--- src/rtl/muldiv_pkg.sv ---
package muldiv_pkg;

   typedef enum logic [3:0] {
      MD_MULS = 4'd0,
      MD_MULU = 4'd1,
      MD_MACS = 4'd2,
      MD_MACU = 4'd3,
      MD_MSBS = 4'd4,
      MD_MSBU = 4'd5,
      MD_MUL3 = 4'd6,
      MD_DIVS = 4'd7,
      MD_DIVU = 4'd8
   } md_op_e;

   function automatic logic md_legal(input logic [3:0] c);
      return c <= 4'd8;
   endfunction

   function automatic logic md_is_div(input logic [3:0] c);
      return (c == MD_DIVS) || (c == MD_DIVU);
   endfunction

   function automatic logic md_is_signed(input logic [3:0] c);
      return (c == MD_MULS) || (c == MD_MACS) || (c == MD_MSBS) ||
             (c == MD_MUL3) || (c == MD_DIVS);
   endfunction

endpackage

--- src/rtl/muldiv_seq.sv ---
module muldiv_seq #(
   parameter int W       = 32,
   parameter int MUL_CYC = 4
) (
   input  logic       clk,
   input  logic       rst_n,
   input  logic       start,
   input  logic [3:0] op,
   input  logic       abort,
   output logic       busy,
   output logic       finish
);
   import muldiv_pkg::*;

   localparam int ACC_CYC  = MUL_CYC + 1;
   localparam int DIVU_CYC = W + 2;
   localparam int DIVS_CYC = W + 3;
   localparam int CW       = $clog2(DIVS_CYC + 1);

   logic [CW-1:0] cnt_q;
   logic          busy_q;

   function automatic int lat_of(input logic [3:0] c);
      case (c)
         MD_MULS, MD_MULU, MD_MUL3:          return MUL_CYC;
         MD_MACS, MD_MACU, MD_MSBS, MD_MSBU: return ACC_CYC;
         MD_DIVU:                            return DIVU_CYC;
         MD_DIVS:                            return DIVS_CYC;
         default:                            return 1;
      endcase
   endfunction

   always_ff @(posedge clk or negedge rst_n) begin
      if (!rst_n) begin
         busy_q <= 1'b0;
         cnt_q  <= '0;
      end else if (abort) begin
         busy_q <= 1'b0;
         cnt_q  <= '0;
      end else if (start) begin
         busy_q <= 1'b1;
         cnt_q  <= CW'(lat_of(op) - 1);
      end else if (busy_q) begin
         if (cnt_q == '0) busy_q <= 1'b0;
         else             cnt_q  <= cnt_q - 1'b1;
      end
   end

   assign busy   = busy_q;
   assign finish = busy_q && (cnt_q == '0);

   // an accepted job raises busy on the next cycle
   a_r2_start_busy: assert property (@(posedge clk) disable iff (!rst_n)
      (start && !abort) |=> busy_q);

   // a cancel leaves the sequencer idle
   a_r10_abort_idle: assert property (@(posedge clk) disable iff (!rst_n)
      abort |=> !busy_q);

endmodule

--- src/rtl/muldiv_mult.sv ---
module muldiv_mult #(
   parameter int W       = 32,
   parameter bit HAS_SAT = 1'b1
) (
   input  logic [3:0]     op,
   input  logic [W-1:0]   a,
   input  logic [W-1:0]   b,
   input  logic           sat,
   input  logic [2*W-1:0] acc,
   output logic [2*W-1:0] res,
   output logic           ovf_o
);
   import muldiv_pkg::*;

   localparam int DW = 2 * W;
   localparam logic [DW-1:0] POS_MAX = {1'b0, {(DW-1){1'b1}}};
   localparam logic [DW-1:0] NEG_MIN = {1'b1, {(DW-1){1'b0}}};

   logic           sgn;
   logic [DW-1:0]  ax, bx, prod;
   logic [DW-1:0]  sum, dif, raw, clamp, acc_res;
   logic           is_sub, ovf_add, ovf_sub, ovf_raw;

   assign sgn  = md_is_signed(op);
   assign ax   = {{W{sgn & a[W-1]}}, a};
   assign bx   = {{W{sgn & b[W-1]}}, b};
   assign prod = ax * bx;

   assign sum  = acc + prod;
   assign dif  = acc - prod;
   assign is_sub = (op == MD_MSBS) || (op == MD_MSBU);
   assign raw  = is_sub ? dif : sum;

   assign ovf_add = (acc[DW-1] == prod[DW-1]) && (sum[DW-1] != acc[DW-1]);
   assign ovf_sub = (acc[DW-1] != prod[DW-1]) && (dif[DW-1] != acc[DW-1]);
   assign ovf_raw = (op == MD_MACS) ? ovf_add :
                    (op == MD_MSBS) ? ovf_sub : 1'b0;

   assign clamp = acc[DW-1] ? NEG_MIN : POS_MAX;

   generate
      if (HAS_SAT) begin : g_sat
         assign acc_res = (ovf_raw && sat) ? clamp : raw;
      end else begin : g_wrap
         assign acc_res = raw;
      end
   endgenerate

   always_comb begin
      case (op)
         MD_MACS, MD_MACU, MD_MSBS, MD_MSBU: res = acc_res;
         MD_MUL3: res = {acc[DW-1:W], prod[W-1:0]};
         default: res = prod;
      endcase
   end

   assign ovf_o = ovf_raw;

endmodule

--- src/rtl/muldiv_div.sv ---
module muldiv_div #(
   parameter int W = 32
) (
   input  logic         clk,
   input  logic         rst_n,
   input  logic         start,
   input  logic         sgn,
   input  logic [W-1:0] a,
   input  logic [W-1:0] b,
   output logic [W-1:0] quo,
   output logic [W-1:0] rem
);
   localparam int SW = $clog2(W + 1);

   logic [W:0]    rem_q;
   logic [W-1:0]  quo_q, dvs_q, a_raw_q;
   logic [SW-1:0] steps_q;
   logic          neg_q_q, neg_r_q, zero_q;

   logic [W-1:0]  mag_a, mag_b;
   logic [W:0]    r_sh, r_sub, r_nxt;
   logic          r_ge;

   assign mag_a = (sgn && a[W-1]) ? (~a + 1'b1) : a;
   assign mag_b = (sgn && b[W-1]) ? (~b + 1'b1) : b;

   assign r_sh  = {rem_q[W-1:0], quo_q[W-1]};
   assign r_ge  = r_sh >= {1'b0, dvs_q};
   assign r_sub = r_sh - {1'b0, dvs_q};
   assign r_nxt = r_ge ? r_sub : r_sh;

   always_ff @(posedge clk or negedge rst_n) begin
      if (!rst_n) begin
         rem_q   <= '0;
         quo_q   <= '0;
         dvs_q   <= '0;
         a_raw_q <= '0;
         steps_q <= '0;
         neg_q_q <= 1'b0;
         neg_r_q <= 1'b0;
         zero_q  <= 1'b0;
      end else if (start) begin
         rem_q   <= '0;
         quo_q   <= mag_a;
         dvs_q   <= mag_b;
         a_raw_q <= a;
         steps_q <= SW'(W);
         neg_q_q <= sgn & (a[W-1] ^ b[W-1]);
         neg_r_q <= sgn & a[W-1];
         zero_q  <= (b == '0);
      end else if (steps_q != '0) begin
         rem_q   <= r_nxt;
         quo_q   <= {quo_q[W-2:0], r_ge};
         steps_q <= steps_q - 1'b1;
      end
   end

   assign quo = zero_q  ? {W{1'b1}} :
                neg_q_q ? (~quo_q + 1'b1) : quo_q;
   assign rem = zero_q  ? a_raw_q :
                neg_r_q ? (~rem_q[W-1:0] + 1'b1) : rem_q[W-1:0];

   // a finished division leaves a magnitude remainder below the divisor
   a_r5_rem_bound: assert property (@(posedge clk) disable iff (!rst_n)
      (steps_q == '0 && dvs_q != '0) |-> (rem_q < {1'b0, dvs_q}));

endmodule

--- src/rtl/muldiv_unit.sv ---
module muldiv_unit #(
   parameter int W       = 32,
   parameter int MUL_CYC = 4,
   parameter bit HAS_SAT = 1'b1
) (
   input  logic         clk,
   input  logic         rst_n,
   input  logic         op_valid,
   input  logic [3:0]   op_code,
   input  logic [W-1:0] op_a,
   input  logic [W-1:0] op_b,
   input  logic         op_sat,
   output logic         busy,
   input  logic         rd_req,
   input  logic         rd_sel,
   output logic         rd_valid,
   output logic [W-1:0] rd_data,
   input  logic         wr_en,
   input  logic         wr_sel,
   input  logic [W-1:0] wr_data,
   output logic         ovf
);
   import muldiv_pkg::*;

   localparam int DW = 2 * W;

   generate
      if (W < 4) begin : g_bad_w
         $error("muldiv_unit: W must be at least 4");
      end
      if (MUL_CYC < 1) begin : g_bad_lat
         $error("muldiv_unit: MUL_CYC must be at least 1");
      end
   endgenerate

   logic [W-1:0]  hi_q, lo_q, a_q, b_q;
   logic [3:0]    op_q;
   logic          sat_q, ovf_q;
   logic          accept, finish, commit, busy_w;
   logic [DW-1:0] mres;
   logic          movf;
   logic [W-1:0]  dquo, drem;

   assign accept = op_valid && !busy_w && md_legal(op_code) && !wr_en;

   muldiv_seq #(.W(W), .MUL_CYC(MUL_CYC)) seq_i (
      .clk    (clk),
      .rst_n  (rst_n),
      .start  (accept),
      .op     (op_code),
      .abort  (wr_en),
      .busy   (busy_w),
      .finish (finish)
   );

   muldiv_mult #(.W(W), .HAS_SAT(HAS_SAT)) mult_i (
      .op    (op_q),
      .a     (a_q),
      .b     (b_q),
      .sat   (sat_q),
      .acc   ({hi_q, lo_q}),
      .res   (mres),
      .ovf_o (movf)
   );

   muldiv_div #(.W(W)) div_i (
      .clk   (clk),
      .rst_n (rst_n),
      .start (accept && md_is_div(op_code)),
      .sgn   (op_code == MD_DIVS),
      .a     (op_a),
      .b     (op_b),
      .quo   (dquo),
      .rem   (drem)
   );

   assign commit = finish && !wr_en;

   always_ff @(posedge clk or negedge rst_n) begin
      if (!rst_n) begin
         op_q  <= '0;
         a_q   <= '0;
         b_q   <= '0;
         sat_q <= 1'b0;
      end else if (accept) begin
         op_q  <= op_code;
         a_q   <= op_a;
         b_q   <= op_b;
         sat_q <= op_sat;
      end
   end

   always_ff @(posedge clk or negedge rst_n) begin
      if (!rst_n) begin
         hi_q  <= '0;
         lo_q  <= '0;
         ovf_q <= 1'b0;
      end else if (wr_en) begin
         if (wr_sel) hi_q <= wr_data;
         else        lo_q <= wr_data;
      end else if (commit) begin
         if (md_is_div(op_q)) begin
            hi_q <= drem;
            lo_q <= dquo;
         end else begin
            hi_q <= mres[DW-1:W];
            lo_q <= mres[W-1:0];
            if (movf) ovf_q <= 1'b1;
         end
      end
   end

   assign busy     = busy_w;
   assign rd_valid = rd_req && !busy_w;
   assign rd_data  = rd_sel ? hi_q : lo_q;
   assign ovf      = ovf_q;

   // overflow flag is sticky
   a_r7_ovf_sticky: assert property (@(posedge clk) disable iff (!rst_n)
      ovf_q |=> ovf_q);

   // an illegal strobe while idle starts nothing and changes nothing
   a_r11_illegal_ignored: assert property (@(posedge clk) disable iff (!rst_n)
      (op_valid && !busy_w && !md_legal(op_code) && !wr_en)
      |=> (!busy_w && $stable(hi_q) && $stable(lo_q)));

   // HI and LO hold while a job is still running
   a_r3_hold_while_busy: assert property (@(posedge clk) disable iff (!rst_n)
      (busy_w && !wr_en) |=> (!busy_w || ($stable(hi_q) && $stable(lo_q))));

   // a direct write leaves the unselected word unchanged
   a_r10_write_other: assert property (@(posedge clk) disable iff (!rst_n)
      (wr_en && wr_sel) |=> $stable(lo_q));

endmodule

--- config.mk ---
export PLATFORM = sky130hd
export DESIGN_NAME = muldiv_unit
export DESIGN_NICKNAME = d
export VERILOG_FILES = /design/src/rtl/muldiv_pkg.sv /design/src/rtl/muldiv_seq.sv /design/src/rtl/muldiv_mult.sv /design/src/rtl/muldiv_div.sv /design/src/rtl/muldiv_unit.sv
export SDC_FILE = /design/constraint.sdc
export NUM_CORES = 2
export LEC_CHECK = 0
export ABC_AREA = 1
export BUFFER_PORTS_ARGS = -buffer_cell sky130_fd_sc_hd__buf_2
export CORE_MARGIN = 3
export CORE_UTILIZATION = 60
export DETAILED_ROUTE_END_ITERATION = 12
export MAX_ROUTING_LAYER = met4
export PLACE_DENSITY = 0.77
export SLEW_MARGIN = 30
export SYNTH_ARGS = -nofsm -noshare
export SYNTH_HDL_FRONTEND = slang
export SYNTH_SLANG_ARGS = --single-unit
--- constraint.sdc ---
create_clock -name clk -period 15.8 [get_ports clk]
set_input_delay 1.58 -clock clk [delete_from_list [all_inputs] [get_ports clk]]
set_output_delay 1.58 -clock clk [all_outputs]
set_load 0.02 [all_outputs]
==> impl_results.html <==
<table>
<tr><th>Metric</th><th>Value</th></tr>
<tr><th colspan="2">Logic synthesis</th></tr>
<tr><td>Share of Yosys cell area claimed by the top area cell type</td><td>between 30% and 40%</td></tr>
<tr><td>Predominant post-synthesis flop cell</td><td>dfrtp_1</td></tr>
<tr><td>Synthesized area</td><td>about 67000 sq um</td></tr>
<tr><td>Cell count after synthesis</td><td>roughly 9200</td></tr>
<tr><td>Average cell area after synthesis</td><td>~7.2 sq um</td></tr>
<tr><td>Warnings, synthesis</td><td>0</td></tr>
<tr><td>Most area-hungry cell type in the Yosys netlist</td><td>fa_1</td></tr>
<tr><td>Cell types occupying the most area after synthesis</td><td>fa_1 (34%), nand2_1 (13%), inv_1 (12%)</td></tr>
<tr><td>Number of enable flip-flop cells after synthesis</td><td>0</td></tr>
<tr><td>Proportion of synthesized chip area in sequential cells</td><td>about a tenth</td></tr>
<tr><td>Async set or reset register ratio after synthesis</td><td>between 90% and 100%</td></tr>
<tr><td>Number of synthesized register bits</td><td>around 280</td></tr>
<tr><td>Net Count, Synth</td><td>around 11000</td></tr>
<tr><td>Number of distinct standard cells referenced by the synthesized netlist</td><td>65</td></tr>
<tr><th colspan="2">STA</th></tr>
<tr><td>Final sum of negative setup slack</td><td>0 ns</td></tr>
<tr><td>Upper clock frequency limit</td><td>between 0.07 and 0.08 GHz</td></tr>
<tr><td>Count of final max-slew check failures</td><td>0</td></tr>
<tr><td>Setup-failing EPs final</td><td>0</td></tr>
<tr><td>Measured slew at the worst slew-check pin</td><td>between 1 and 1.5 ns</td></tr>
<tr><td>RSZ-0062 raised after global routing</td><td>false</td></tr>
<tr><td>Share of the cycle needed by the critical path after routing</td><td>about four fifths</td></tr>
<tr><td>Shortest period the worst path allows</td><td>about 13 ns</td></tr>
<tr><td>Worst Clk Skew</td><td>0.0354 ns</td></tr>
<tr><td>Hold violation count in the final report</td><td>0</td></tr>
<tr><td>Max_slew headroom</td><td>roughly 28%</td></tr>
<tr><th colspan="2">Cells and area</th></tr>
<tr><td>Most common cell after layout, fill and taps aside</td><td>nand2_1</td></tr>
<tr><td>Final net count</td><td>~11000</td></tr>
<tr><td>Area Overhead vs Synth</td><td>4.60%</td></tr>
<tr><td>Most frequent cells in the layout</td><td>nand2_1 (2238), inv_1 (2183), fa_1 (1127)</td></tr>
<tr><td>Filler cell count</td><td>9509</td></tr>
<tr><td>Fraction of final layout cells sized beyond drive strength 1</td><td>a little over 5%</td></tr>
<tr><th colspan="2">Setup path</th></tr>
<tr><td>Arrival time reported for the critical path endpoint</td><td>13.02 ns</td></tr>
<tr><td>Worst setup SP type</td><td>flop</td></tr>
<tr><td>Slowest-stage cell, CP</td><td>nand3_4</td></tr>
<tr><td>Type of destination of the critical path</td><td>flop</td></tr>
<tr><td>Largest fanout on the critical path</td><td>between 60 and 70</td></tr>
<tr><td>WP data required</td><td>between 15 and 20 ns</td></tr>
<tr><td>Critical setup path kind</td><td>reg2reg</td></tr>
<tr><td>Cell seen most often among critical-path stages</td><td>nand2_1</td></tr>
<tr><td>Delay of the slowest cell on the worst path</td><td>approximately 0.7 ns</td></tr>
<tr><th colspan="2">Routing</th></tr>
<tr><td>Wire length per cell</td><td>between 20 and 25 um</td></tr>
<tr><td>Drt pass-1 iters</td><td>9</td></tr>
<tr><td>Antenna violation net count after detailed routing</td><td>0</td></tr>
<tr><td>Drt first-iter violations</td><td>~7000</td></tr>
<tr><td>Per-cell via count in the routed design</td><td>between 5 and 6</td></tr>
<tr><td>Total DRC errors in the routed layout</td><td>0</td></tr>
<tr><td>DRT Wirelength</td><td>around 260000 um</td></tr>
<tr><td>Total number of vias</td><td>approximately 62000</td></tr>
<tr><th colspan="2">Place</th></tr>
<tr><td>Final weighted congestion in routability-driven placement</td><td>~1.1</td></tr>
<tr><td>Port Buffers</td><td>142</td></tr>
<tr><td>Half-perimeter wire length after placement</td><td>208000 um</td></tr>
<tr><th colspan="2">Global route</th></tr>
<tr><td>Initial antenna violation count</td><td>28</td></tr>
<tr><td>First-pass GRT wire length</td><td>387000 um</td></tr>
<tr><td>Total routing usage reported by global routing</td><td>~46%</td></tr>
<tr><td>Remaining Overflow, GRT</td><td>0</td></tr>
<tr><td>Vias in the first global route</td><td>64200</td></tr>
<tr><td>Pin count of the biggest net entering global routing</td><td>approximately 170</td></tr>
<tr><th colspan="2">Die</th></tr>
<tr><td>Area of the core region</td><td>approximately 110000 sq um</td></tr>
<tr><td>Total Die Area</td><td>between 100000 and 150000 sq um</td></tr>
<tr><td>Row cnt</td><td>121</td></tr>
<tr><td>Die Height</td><td>between 300 and 400 um</td></tr>
<tr><td>Initial Util</td><td>about 60%</td></tr>
<tr><td>Number of top-level pins</td><td>approximately 140</td></tr>
<tr><td>Chip width</td><td>approximately 340 um</td></tr>
<tr><th colspan="2">Clocking</th></tr>
<tr><td>Root buf cell</td><td>clkbuf_16</td></tr>
<tr><td>CTS clk-pin slew, worst paths</td><td>approximately 0.060 ns</td></tr>
<tr><td>CTS Hold Buffers Added</td><td>0</td></tr>
<tr><td>Clk sinks</td><td>around 280</td></tr>
<tr><td>Max Buffers Root-to-Sink</td><td>3</td></tr>
<tr><td>Clock tree from TritonCTS</td><td>built</td></tr>
<tr><td>Post-cts repair resize count</td><td>0</td></tr>
<tr><td>CTS buffer count</td><td>38</td></tr>
<tr><td>Worst-skew pair later-pin latency</td><td>0.62 ns</td></tr>
<tr><td>Buffers inserted by post-CTS timing repair</td><td>0</td></tr>
<tr><td>H-tree level count</td><td>2</td></tr>
<tr><th colspan="2">Worst hold path</th></tr>
<tr><td>Class of the worst hold path</td><td>reg2reg</td></tr>
<tr><th colspan="2">Job</th></tr>
<tr><td>Max-cap viol count</td><td>0</td></tr>
<tr><th colspan="2">Run status</th></tr>
<tr><td>Status</td><td>complete, no violations</td></tr>
</table>
synthesized netlist by cell type, types with 7 or more instances:
library cell and n:
a21o_1 19, a21oi_1 465, a221oi_1 7, a31oi_1 53, buf_2 35, buf_4 7, clkbuf_1 385, dfrtp_1 278
fa_1 1128, ha_1 380, inv_1 2186, inv_2 24, mux2_2 29, nand2_1 2240, nand3_1 286, nand4_1 36
nor2_1 636, nor2_2 12, nor3_1 67, nor3_2 11, nor4_1 16, o2111ai_1 10, o211ai_1 20, o21a_1 21
o21ai_0 473, o21ai_1 27, o21bai_1 32, o221ai_1 19, o22ai_1 15, o31ai_1 8, or2_2 27, xnor2_1 48
xor2_1 140
critical path: cells and delay by family, from the launching register on:
| family | cells | cell delay, ns |
|---|---|---|
| buffers and inverters | 8 | 1.39 |
| flip-flops | 1 | 0.36 |
| AND/OR/NAND/NOR | 25 | 5.13 |
| adder cells (fa/ha/maj) | 10 | 5.39 |
| AO/OA/AOI/OAI | 1 | 0.08 |
layout make-up:
cell class                 count  area [sq um]  share of cell area, %
inverter                    2211          8300                   11.9
tap                         1476          1850                   2.65
antenna                       22          55.1                 0.0791
timing repair buffer         245          1570                   2.25
multi-input combinational   6299         49600                   71.2
clock buffer                  49          1050                   1.51
sequential                   278          6970                   10.0
clock inverter                19           240                  0.345
sequential cells by signal, summed over array words and instances, names as in the netlist, 32 cells and up:
name	cells
a_q	32
b_q	32
div_i.quo_q	32
lo_q	32
div_i.dvs_q	32
hi_q	32
div_i.a_raw_q	32
div_i.rem_q	32
metal layers:
metal / track usage, % / share of wire [%] / vias up
met5: - / 0 / -
met4: 27.7 / 7.8 / 0
met3: 11.4 / 12 / 1051
met2: 68.2 / 43 / 4129
met1: 57.0 / 37 / 30100
li1: - / - / 27200
per-stage QoR:
step / cells / instance area, sq um / util (%) / setup WS, ns / hold slack, ns
after floorplan: 9226 / 66500 / - / 6.45 / 0.437
after global placement: 10500 / 68100 / 62.2 / 3.15 / 0.449
after detailed placement: 10500 / 68200 / 62.3 / 3.52 / 0.461
after CTS: 10600 / 69500 / 63.5 / 3.50 / 0.475
after global routing: 10600 / 69600 / 63.6 / 2.55 / 0.504
final: 10600 / 69600 / 63.6 / 3.24 / 0.477
cell families (layout without fill, tap and decap cells):
group,after synthesis,after routing,synth area share (%)
compound gates,1202,1202,9.93
xor+xnor,188,188,2.48
other cells,0,22,0
mux,31,31,0.521
flops,278,278,10.5
buf+inv,2649,2524,15.1
fa+ha+maj,1508,1508,41.1
simple gates,3370,3370,20.4
path summary, 6_finish.rpt:
kind                       cells after the start                       endpoint  slack [ns]                           from
max                                           44           lo_q[14]$_DFFE_PN0P_        3.24            op_q[2]$_DFFE_PN0P_
min                                            2  div_i.a_raw_q[30]$_DFFE_PN0P_        0.48  div_i.a_raw_q[30]$_DFFE_PN0P_
max reg2reg                                   44           lo_q[14]$_DFFE_PN0P_        3.24            op_q[2]$_DFFE_PN0P_
min reg2reg                                    2  div_i.a_raw_q[30]$_DFFE_PN0P_        0.48  div_i.a_raw_q[30]$_DFFE_PN0P_
max in group asynchronous                      4            b_q[11]$_DFFE_PN0P_       13.02                          rst_n
min in group asynchronous                      1           hi_q[22]$_DFFE_PN0P_        0.98                          rst_n
Power is not shown: default switching activity piles up to over one toggle a cycle in this logic, so the estimate is an artifact.
